### src/rtl/tcu_pkg.sv
package tcu_pkg;
  typedef enum logic [2:0] {
    OP_LOAD    = 3'd0,
    OP_STORE   = 3'd1,
    OP_TAG_RD  = 3'd2,
    OP_TAG_WR  = 3'd3,
    OP_TAG_WRZ = 3'd4,
    OP_TAG_WR2 = 3'd5
  } tcu_op_e;

  localparam int PTR_W   = 64;
  localparam int KEY_W   = 4;
  localparam int KEY_LSB = 56;
  localparam int WORD_B  = 8;   // bytes per data word
  localparam int GRAN_B  = 16;  // bytes per granule
  localparam int WPG     = GRAN_B / WORD_B;
endpackage

### src/rtl/tcu_tag_store.sv
module tcu_tag_store #(
  parameter int NUM_GRAN   = 16,
  parameter int UNTAG_FROM = 12,
  parameter int TAG_W      = 4,
  localparam int GIDX_W    = $clog2(NUM_GRAN)
) (
  input  logic              clk_i,
  input  logic              rst_ni,
  input  logic [GIDX_W-1:0] gidx_i,
  input  logic [TAG_W-1:0]  key_i,
  input  logic              set_i,
  input  logic              set_pair_i,
  output logic [TAG_W-1:0]  lock_o,
  output logic              pass_o
);
  logic [TAG_W-1:0]  tag_q [NUM_GRAN];
  logic [GIDX_W-1:0] gidx_nxt;
  logic              untagged;

  assign gidx_nxt = gidx_i + 1'b1;  // wraps: NUM_GRAN is a power of two
  assign untagged = int'(gidx_i) >= UNTAG_FROM;

  always_ff @(posedge clk_i or negedge rst_ni) begin
    if (!rst_ni) begin
      for (int g = 0; g < NUM_GRAN; g++) tag_q[g] <= '0;
    end else begin
      for (int g = 0; g < NUM_GRAN; g++) begin
        if ((set_i && int'(gidx_i) == g) || (set_pair_i && int'(gidx_nxt) == g))
          tag_q[g] <= key_i;
      end
    end
  end

  assign lock_o = tag_q[gidx_i];
  assign pass_o = untagged || (tag_q[gidx_i] == key_i);

  a_r5_pair_sets_next: assert property (@(posedge clk_i) disable iff (!rst_ni)
    set_pair_i |=> tag_q[$past(gidx_nxt)] == $past(key_i));
  a_r3_set_takes_key: assert property (@(posedge clk_i) disable iff (!rst_ni)
    set_i |=> tag_q[$past(gidx_i)] == $past(key_i));
endmodule

### src/rtl/tcu_data_store.sv
module tcu_data_store #(
  parameter int NUM_WORDS = 32,
  parameter int DATA_W    = 64,
  parameter int WPG       = 2,
  localparam int WIDX_W   = $clog2(NUM_WORDS)
) (
  input  logic              clk_i,
  input  logic              rst_ni,
  input  logic [WIDX_W-1:0] widx_i,
  input  logic [DATA_W-1:0] wdata_i,
  input  logic              we_i,
  input  logic              zero_gran_i,
  output logic [DATA_W-1:0] rdata_o
);
  logic [DATA_W-1:0] mem_q [NUM_WORDS];

  always_ff @(posedge clk_i or negedge rst_ni) begin
    if (!rst_ni) begin
      for (int w = 0; w < NUM_WORDS; w++) mem_q[w] <= '0;
    end else begin
      for (int w = 0; w < NUM_WORDS; w++) begin
        if (zero_gran_i && (int'(widx_i) / WPG) == (w / WPG)) mem_q[w] <= '0;
        else if (we_i && int'(widx_i) == w)                  mem_q[w] <= wdata_i;
      end
    end
  end

  assign rdata_o = mem_q[widx_i];

  a_r4_zero_clears_word: assert property (@(posedge clk_i) disable iff (!rst_ni)
    zero_gran_i |=> mem_q[$past(widx_i)] == '0);
  a_r7_store_lands: assert property (@(posedge clk_i) disable iff (!rst_ni)
    (we_i && !zero_gran_i) |=> mem_q[$past(widx_i)] == $past(wdata_i));
endmodule

### src/rtl/tcu_async_status.sv
module tcu_async_status #(
  parameter int ADDR_W = 64
) (
  input  logic              clk_i,
  input  logic              rst_ni,
  input  logic              mismatch_i,
  input  logic [ADDR_W-1:0] addr_i,
  input  logic              clr_i,
  input  logic              raise_i,
  input  logic              snap_en_i,
  output logic              flag_o,
  output logic [ADDR_W-1:0] addr_o,
  output logic              snap_flag_o,
  output logic [ADDR_W-1:0] snap_addr_o
);
  logic              flag_q, snap_flag_q;
  logic [ADDR_W-1:0] addr_q, snap_addr_q;

  always_ff @(posedge clk_i or negedge rst_ni) begin
    if (!rst_ni) begin
      flag_q <= 1'b0;
      addr_q <= '0;
    end else if (mismatch_i) begin
      flag_q <= 1'b1;
      if (!flag_q || clr_i) addr_q <= addr_i;  // keep first record
    end else if (clr_i) begin
      flag_q <= 1'b0;
      addr_q <= '0;
    end
  end

  always_ff @(posedge clk_i or negedge rst_ni) begin
    if (!rst_ni) begin
      snap_flag_q <= 1'b0;
      snap_addr_q <= '0;
    end else if (raise_i && snap_en_i) begin
      snap_flag_q <= flag_q;
      snap_addr_q <= addr_q;
    end
  end

  assign flag_o      = flag_q;
  assign addr_o      = addr_q;
  assign snap_flag_o = snap_flag_q;
  assign snap_addr_o = snap_addr_q;

  a_r9_flag_sticky: assert property (@(posedge clk_i) disable iff (!rst_ni)
    (flag_q && !clr_i) |=> flag_q);
  a_r9_first_addr_kept: assert property (@(posedge clk_i) disable iff (!rst_ni)
    (flag_q && !clr_i) |=> $stable(addr_q));
  a_r10_clear_wins_idle: assert property (@(posedge clk_i) disable iff (!rst_ni)
    (clr_i && !mismatch_i) |=> !flag_q);
  a_r11_snap_holds: assert property (@(posedge clk_i) disable iff (!rst_ni)
    !(raise_i && snap_en_i) |=> ($stable(snap_flag_q) && $stable(snap_addr_q)));
endmodule

### src/rtl/tag_check_unit.sv
module tag_check_unit
  import tcu_pkg::*;
#(
  parameter int NUM_GRAN   = 16,
  parameter int UNTAG_FROM = 12,
  localparam int NUM_WORDS = NUM_GRAN * WPG,
  localparam int GIDX_W    = $clog2(NUM_GRAN),
  localparam int WIDX_W    = $clog2(NUM_WORDS),
  localparam int GRAN_LSB  = $clog2(GRAN_B),
  localparam int WORD_LSB  = $clog2(WORD_B)
) (
  input  logic             clk_i,
  input  logic             rst_ni,
  input  logic             req_valid_i,
  input  logic [2:0]       req_op_i,
  input  logic [PTR_W-1:0] req_ptr_i,
  input  logic [PTR_W-1:0] req_wdata_i,
  input  logic             precise_i,
  input  logic             async_clr_i,
  input  logic             priv_raise_i,
  input  logic             snap_en_i,
  output logic             rsp_valid_o,
  output logic [PTR_W-1:0] rsp_rdata_o,
  output logic             fault_o,
  output logic [PTR_W-1:0] fault_addr_o,
  output logic             async_flag_o,
  output logic [PTR_W-1:0] async_addr_o,
  output logic             snap_flag_o,
  output logic [PTR_W-1:0] snap_addr_o
);
  tcu_op_e           op;
  logic [GIDX_W-1:0] gidx;
  logic [WIDX_W-1:0] widx;
  logic [KEY_W-1:0]  key, lock;
  logic              pass, is_access, mismatch, sync_fault, async_mis;
  logic              tag_set, tag_pair, tag_zero, store_we;
  logic [PTR_W-1:0]  mem_rdata, rdata_d;

  assign op   = tcu_op_e'(req_op_i);
  assign gidx = req_ptr_i[GRAN_LSB +: GIDX_W];
  assign widx = req_ptr_i[WORD_LSB +: WIDX_W];
  assign key  = req_ptr_i[KEY_LSB +: KEY_W];

  assign is_access  = req_valid_i && (op == OP_LOAD || op == OP_STORE);
  assign mismatch   = is_access && !pass;
  assign sync_fault = mismatch && precise_i;
  assign async_mis  = mismatch && !precise_i;

  assign tag_set  = req_valid_i && (op == OP_TAG_WR || op == OP_TAG_WRZ || op == OP_TAG_WR2);
  assign tag_pair = req_valid_i && (op == OP_TAG_WR2);
  assign tag_zero = req_valid_i && (op == OP_TAG_WRZ);
  assign store_we = req_valid_i && (op == OP_STORE) && !sync_fault;

  tcu_tag_store #(
    .NUM_GRAN  (NUM_GRAN),
    .UNTAG_FROM(UNTAG_FROM),
    .TAG_W     (KEY_W)
  ) u_tags (
    .clk_i     (clk_i),
    .rst_ni    (rst_ni),
    .gidx_i    (gidx),
    .key_i     (key),
    .set_i     (tag_set),
    .set_pair_i(tag_pair),
    .lock_o    (lock),
    .pass_o    (pass)
  );

  tcu_data_store #(
    .NUM_WORDS(NUM_WORDS),
    .DATA_W   (PTR_W),
    .WPG      (WPG)
  ) u_data (
    .clk_i      (clk_i),
    .rst_ni     (rst_ni),
    .widx_i     (widx),
    .wdata_i    (req_wdata_i),
    .we_i       (store_we),
    .zero_gran_i(tag_zero),
    .rdata_o    (mem_rdata)
  );

  tcu_async_status #(.ADDR_W(PTR_W)) u_status (
    .clk_i      (clk_i),
    .rst_ni     (rst_ni),
    .mismatch_i (async_mis),
    .addr_i     (req_ptr_i),
    .clr_i      (async_clr_i),
    .raise_i    (priv_raise_i),
    .snap_en_i  (snap_en_i),
    .flag_o     (async_flag_o),
    .addr_o     (async_addr_o),
    .snap_flag_o(snap_flag_o),
    .snap_addr_o(snap_addr_o)
  );

  always_comb begin
    rdata_d = '0;
    if (req_valid_i) begin
      unique case (op)
        OP_LOAD:   rdata_d = sync_fault ? '0 : mem_rdata;
        OP_TAG_RD: rdata_d = PTR_W'(lock);
        default:   rdata_d = '0;
      endcase
    end
  end

  always_ff @(posedge clk_i or negedge rst_ni) begin
    if (!rst_ni) begin
      rsp_valid_o  <= 1'b0;
      rsp_rdata_o  <= '0;
      fault_o      <= 1'b0;
      fault_addr_o <= '0;
    end else begin
      rsp_valid_o  <= req_valid_i;
      rsp_rdata_o  <= rdata_d;
      fault_o      <= sync_fault;
      fault_addr_o <= sync_fault ? req_ptr_i : '0;
    end
  end

  a_r13_rsp_follows_req: assert property (@(posedge clk_i) disable iff (!rst_ni)
    req_valid_i |=> rsp_valid_o);
  a_r13_no_spurious_rsp: assert property (@(posedge clk_i) disable iff (!rst_ni)
    !req_valid_i |=> !rsp_valid_o);
  a_r8_fault_only_precise: assert property (@(posedge clk_i) disable iff (!rst_ni)
    fault_o |-> ($past(precise_i) && $past(req_valid_i)));
  a_r8_fault_carries_ptr: assert property (@(posedge clk_i) disable iff (!rst_ni)
    fault_o |-> fault_addr_o == $past(req_ptr_i));
  a_r12_untagged_no_fault: assert property (@(posedge clk_i) disable iff (!rst_ni)
    (req_valid_i && int'(gidx) >= UNTAG_FROM) |=> !fault_o);
  a_r6_tag_read_clean: assert property (@(posedge clk_i) disable iff (!rst_ni)
    (req_valid_i && op == OP_TAG_RD) |=> (!fault_o && rsp_rdata_o[PTR_W-1:KEY_W] == '0));
endmodule

### config.mk
export PLATFORM = sky130hd
export DESIGN_NAME = tag_check_unit
export DESIGN_NICKNAME = d
export VERILOG_FILES = /design/src/rtl/tcu_pkg.sv /design/src/rtl/tcu_tag_store.sv /design/src/rtl/tcu_data_store.sv /design/src/rtl/tcu_async_status.sv /design/src/rtl/tag_check_unit.sv
export SDC_FILE = /design/constraint.sdc
export NUM_CORES = 2
export LEC_CHECK = 0
export BUFFER_PORTS_ARGS = -buffer_cell sky130_fd_sc_hd__clkbuf_2
export CELL_PAD_IN_SITES_DETAIL_PLACEMENT = 1
export CELL_PAD_IN_SITES_GLOBAL_PLACEMENT = 1
export CORE_MARGIN = 8
export CORE_UTILIZATION = 35
export CTS_CLUSTER_SIZE = 28
export DETAILED_ROUTE_END_ITERATION = 16
export GPL_TIMING_DRIVEN = 0
export PLACE_DENSITY_LB_ADDON = 0.1
export SETUP_SLACK_MARGIN = 0.1
export SLEW_MARGIN = 20
export SYNTH_ARGS = -nofsm -noshare
export SYNTH_HDL_FRONTEND = slang
export SYNTH_SLANG_ARGS = --single-unit
### constraint.sdc
create_clock -name clk_i -period 8.15 [get_ports clk_i]
set_clock_uncertainty 0.1 [all_clocks]
set_input_delay 0.815 -clock clk_i [delete_from_list [all_inputs] [get_ports clk_i]]
set_output_delay 0.815 -clock clk_i [all_outputs]
set_load 0.005 [all_outputs]
== After elaboration in Yosys (flattened, before gate mapping) ==
Index checks and enable logic that the tools add are counted.

* Flip-flop bits (word level): 2372
* Input bits: 138
* Output and inout port bits: 260
* Logic and storage cells: 363

* Add/subtract/negate cells: 1
* $lt $le $gt $ge: 3
* Eq/ne operators: 68
* Mux-type cells: 79
* Bitwise gates (word level): 2
* Reductions and logical operators: 154

{| class="wikitable"
|+ Operators with widths
! kind !! number
|-
| $mux 64 || 72
|-
| $bmux 64 s5 || 1
|-
| $pmux 64 s2 || 1
|-
| $logic_and 1x1->1 || 90
|-
| $eq 5x5->1 const B || 16
|-
| $reduce_bool 2->1 || 33
|-
| $eq 4x4->1 const B || 16
|-
| $eq 5x4->1 const B || 8
|-
| $eq 4x3->1 const B || 8
|-
| $logic_not 32->1 || 1
|-
| $logic_or 1x1->1 || 21
|-
| $eq 5x3->1 const B || 4
|-
| $bmux 4 s4 || 1
|-
| $eq 4x2->1 const B || 4
|-
| $eq 5x2->1 const B || 2
|-
| $eq 4x1->1 const B || 2
|-
| $logic_not 4->1 || 2
|-
| $mux 4 || 2
|-
| $eq 3x2->1 const B || 2
|-
| $eq 3x3->1 const B || 2
|-
| $ge 6x6->1 const B || 1
|-
| $not 5->6 || 1
|-
| $eq 5x1->1 const B || 1
|-
| $ge 5x5->1 const B || 1
|-
| 11 further kinds || 15
|}

== Depth between registers and ports, before layout ==
* Word-level depth: 14
* Depth in mapped cells: 15
* Mapped depth without buffers: 9

== Cells and area by module ==
From an unflattened synthesis, not the netlist that was laid out.

* Cells, all modules: 7794
* Area, all modules: 103513.0 um2

{| class="wikitable"
|+ By module, submodules not included
! module !! instances !! cells an instance !! area an instance (um2) !! seq. area each (um2)
|-
| tcu_data_store || 1 || 6760 || 89508.3 || 51249.2
|-
| tcu_async_status || 1 || 426 || 5900.7 || 3253.1
|-
| tag_check_unit || 1 || 378 || 4874.7 || 3253.1
|-
| tcu_tag_store || 1 || 230 || 3229.3 || 1601.5
|}

== Least setup slack after synthesis ==
No wires, ideal clock.

* Kind: input to register
* Start: input port req_ptr_i[3]
* End: register rsp_rdata_o[25]
* Setup time: 0.119 ns
* Arrival: 3.288 ns
* Data required time: 7.931 ns
* Setup slack: 4.643 ns
* Stages: 8
* Path buffers: 4
* Cells stage by stage: clkbuf_1 clkbuf_1 buf_2 buf_1 mux4_2 mux4_2 mux2i_1 nor2_2

* Longest elaborated chain between the ends: 7

{| class="wikitable"
|+ RTL lines
! element !! RTL line !! source
|-
| start, declared || tag_check_unit.sv:16 || <nowiki>input logic [PTR_W-1:0] req_ptr_i,</nowiki>
|-
| $not 5->6 (implied by the code) || tcu_data_store.sv:28 || <nowiki>assign rdata_o = mem_q[widx_i];</nowiki>
|-
| $bmux 64 s5 || tcu_data_store.sv:28 ||
|-
| $mux 64 (implied by the code) (2 in a row) || tcu_data_store.sv:28 ||
|-
| $mux 64 || tag_check_unit.sv:101 || <nowiki>OP_LOAD: rdata_d = sync_fault ? '0 : mem_rdata;</nowiki>
|-
| $pmux 64 s2 || tag_check_unit.sv:100 || <nowiki>unique case (op)</nowiki>
|-
| $mux 64 || tag_check_unit.sv:99 || <nowiki>if (req_valid_i) begin</nowiki>
|-
| via rdata_d[25] || tag_check_unit.sv:37 || <nowiki>logic [PTR_W-1:0] mem_rdata, rdata_d;</nowiki>
|-
| end signal, assigned || tag_check_unit.sv:116 || <nowiki>rsp_rdata_o <= rdata_d;</nowiki>
|-
| end, declared || tag_check_unit.sv:23 || <nowiki>output logic [PTR_W-1:0] rsp_rdata_o,</nowiki>
|}

The timed path passes the listed nets, and every way through them passes these cells. The select of a mux whose other input is x is not followed.
A chain may end at the register's enable or synchronous reset.

== Worst setup path after layout ==
* Start: input port req_ptr_i[4]
* End: register rsp_rdata_o[2]

* Longest elaborated chain between the ends: 12
* Elaborated cells between the ends (all ways): 17
* Classes of those cells: order compare: 1; eq/ne: 1; mux: 9; bitwise: 2; reduce/logical: 4

{| class="wikitable"
|+ RTL lines
! element !! RTL line !! source
|-
| $not 4->5 (implied by the code) || tcu_tag_store.sv:34, tcu_tag_store.sv:35 ||
|-
| $bmux 4 s4 || tcu_tag_store.sv:34, tcu_tag_store.sv:35 ||
|-
| $mux 4 (implied by the code) (2 in a row) || tcu_tag_store.sv:34, tcu_tag_store.sv:35 ||
|-
| $eq 4x4->1 || tcu_tag_store.sv:35 || <nowiki>assign pass_o = untagged || (tag_q[gidx_i] == key_i);</nowiki>
|-
| $logic_or 1x1->1 || tcu_tag_store.sv:35 ||
|-
| $logic_not 1->1 || tag_check_unit.sv:45 || <nowiki>assign mismatch = is_access && !pass;</nowiki>
|-
| $logic_and 1x1->1 || tag_check_unit.sv:45 ||
|-
| $logic_and 1x1->1 || tag_check_unit.sv:46 || <nowiki>assign sync_fault = mismatch && precise_i;</nowiki>
|-
| $mux 64 || tag_check_unit.sv:101 ||
|-
| $pmux 64 s2 * || tag_check_unit.sv:100 ||
|-
| $mux 64 * || tag_check_unit.sv:99 ||
|-
| via rdata_d[2] || tag_check_unit.sv:37 ||
|}

The timed path passes the listed nets; every way through them passes the cells marked *. The select of a mux whose other input is x is not followed.

==> impl_metrics.ini <==
[hold_path]
holdCritPathClass = input pin to register

[die]
ioPinCount = 398
fp.dieW_um = 563
rows = 200
fp.dieArea_um2 = 317000
dieHeight_um = 563
start_util_pct = 35.2
coreArea_um2 = 297000

[power_and_ir_drop]
p_int_mw = 20.9
vdd_drop_max_v = 0.000166
combPwrFrac_pct = 8.3
swShare_pct = 24.9
power_frac_clock_pct = 46.2
power_frac_seq_pct = 45.5
leakage_nw = 58.9
powerDensity_nw_per_um2 = 226
power.total_mw = 27.9
p_switching_mw = 6.93

[run_status]
status = finished clean

[routing]
drt-total-wl_mm = 402
drt-vias-per-instance = 5.75
drtIter0Drc = 5347
vias = 70000
ant_nets = 0
first_pass_iters = 7
drc_errors = 0
routedWlPerCell_um = 33.0

[global_routing]
grt_max_degree = 91
antenna_found_initial = 34
grt_pass1_vias = 77100
grt_pass1_wl_mm = 587
grt_overflow = 0
grt_usage_pct = 25.2

[yosys]
synth_edf_count = 0
ys_seq_elements = 2372
synth.net_count = 7391
avgSynthCellArea_um2 = 14.4
synth.largest_area_cell = dfrtp_1
yosys-top-cells-area = dfrtp_1 (57%), mux4_2 (14%), a22o_1 (12%)
netlist_instances = 7253
yosysMostFrequentCell = dfrtp_1
synth_seq_area_share_pct = 56.7
synth_cell_types = 60
ys_warn_count = 0
ys.flop_type = dfrtp_1
yosys.area.top_type_share_pct = 56.7
netlist_top_cells_count = dfrtp_1 (2372), a22o_1 (1409), mux2i_1 (777), nand2_1 (745), mux4_2 (648)
syn_area_um2 = 105000
synth-async-reset-ratio_pct = 100

[cts]
post_cts_resized = 0
cts_made_buffers = 281
cts_root_buf = clkbuf_16
clkSinkCount = 2372
clockBufferDepth = 4
cts_tree = yes
path_clk_slew_ns = 0.06
clkLatencyLatePin_ns = 0.90
cts.htree.levels = 5

[timing]
period_share_pct = 61.4
period_needed_ns = 5.00
report.final.slew_viol_count = 0
slew_headroom_pct = 13.8
setup_tns_ns = 0
hold_violations = 0
setup_slack_ns = 3.15
max_freq_mhz = 200
worst_pin_slew_ns = 1.29
rsz0062_at_grt = false
setup_violations = 0

[worst_setup_path]
critPathMaxStageDelay_ns = 1.00
endpoint_kind = register
critPathLaunchType = input pin
crit_arrival_ns = 5.52
cp_num_buf_inv = 5
cp_max_fo = 10
crit_chain = clkbuf_2 -> buf_6 -> clkbuf_1 -> clkbuf_1 -> clkbuf_1 -> mux4_2 -> mux4_2 -> mux2i_1 -> o22ai_1
crit_type = input pin to register
crit_family = buffers and inverters
crit_top_cell = clkbuf_1
critical_path_required_ns = 8.67
slowest_stage = clkbuf_1

[final_layout]
nNetsFinal = 8174
instances_no_fill = 12200
syn_to_final_growth_pct = 18.0
drive_gt1_share_pct = 25.6

[placed_design]
io_buffers = 392
hpwl_mm = 299
dp_cells = 11700
gp_congestion = 0.831
pre_cts_slack_ns = 2.53

[run]
drv_cap = 0
==> per-layer routing <==
metal,vias to the layer above,track usage [%],routed length [um]
li1,28800,-,-
met1,38400,33.9,171000
met2,2179,41.3,192000
met3,640,5.20,25500
met4,12,7.31,13600
met5,-,0,78
==> repair_timing <==
item | CTS | global route
setup buffers | 0 | 0
hold buffers | 13 | 0
endpoints found under the hold margin | 180 | 0
==> through the flow <==
step / hold slack, ns / cell area, um^2 / utilization, %
after floorplan: 0.361 / 105000 / -
after global placement: 0.377 / 111000 / 37.5
after detailed placement: 0.381 / 114000 / 38.4
after CTS: 0.000828 / 123000 / 41.5
after global routing: 0.0341 / 123000 / 41.5
final: 0.0668 / 123000 / 41.5
==> flip-flops by register name, indices dropped and copies added, names as in the netlist <==
name and flops:
u_status.snap_flag_o 1, u_status.flag_o 1, fault_addr_o 64, u_status.addr_o 64, rsp_valid_o 1, u_tags.tag_q 64, fault_o 1, u_status.snap_addr_o 64
rsp_rdata_o 64, u_data.mem_q 2048
==> power groups by stage <==
stage / logic, mW / registers, mW / clock network, mW
CTS: 2.33 / 12.7 / 13.2
detailed placement: 2.32 / 12.9 / 0
finish: 2.31 / 12.7 / 12.9
global placement: 2.17 / 12.9 / 0
floorplan: 1.31 / 12.8 / 0
global route: 2.49 / 12.7 / 13.6
==> area by class of cell <==
class                   instances  area (um^2)
repair buffers                500         4240
diodes                          5         12.5
clock buffers                 413         8210
fillers                     30000       174000
multi-input cells            3996        41400
plain buffers                 813         3910
inverters                      72          275
flip-flops and latches       2372        59400
clock inverters                81         1070
well taps                    3939         4930
==> layout by cell type (no fill, tap or decap), types with 28 or more instances in the layout <==
cell,synthesis,routed
dfrtp_1,2372,2372
a22o_1,1409,1409
mux2i_1,777,777
nand2_1,745,736
mux4_2,648,648
clkbuf_1,527,556
clkbuf_2,0,437
clkbuf_16,0,286
mux2_2,135,135
buf_2,120,132
buf_4,73,78
inv_1,70,70
and2_1,67,67
buf_16,0,63
nor2_2,60,60
buf_6,46,59
clkbuf_8,0,59
clkinv_2,0,39
buf_1,46,28
==> worst paths after layout <==
| kind | endpoint | startpoint | cells after the start | slack, ns |
|---|---|---|---|---|
| max | rsp_rdata_o[2] | req_ptr_i[4] | 9 | 3.15 |
| min in group asynchronous | fault_addr_o[33] | rst_ni | 2 | 0.24 |
| max in group asynchronous | u_data.mem_q[477] | rst_ni | 10 | 3.88 |
| min reg2reg | u_data.mem_q[1306] | u_data.mem_q[1306] | 1 | 0.40 |
| max reg2reg | u_data.mem_q[1497] | u_tags.tag_q[2] | 12 | 3.88 |
| min | fault_addr_o[48] | req_ptr_i[48] | 2 | 0.07 |
==> kinds of logic after synthesis <==
| logic type | count (synthesis) | synth area share (%) |
|---|---|---|
| flops | 2372 | 56.7 |
| compound gates | 1457 | 12.3 |
| xor+xnor | 3 | 0.0323 |
| mux | 1563 | 22.9 |
| buf+inv | 885 | 3.93 |
| simple gates | 973 | 4.11 |
Power figures use the tool's default switching activity.
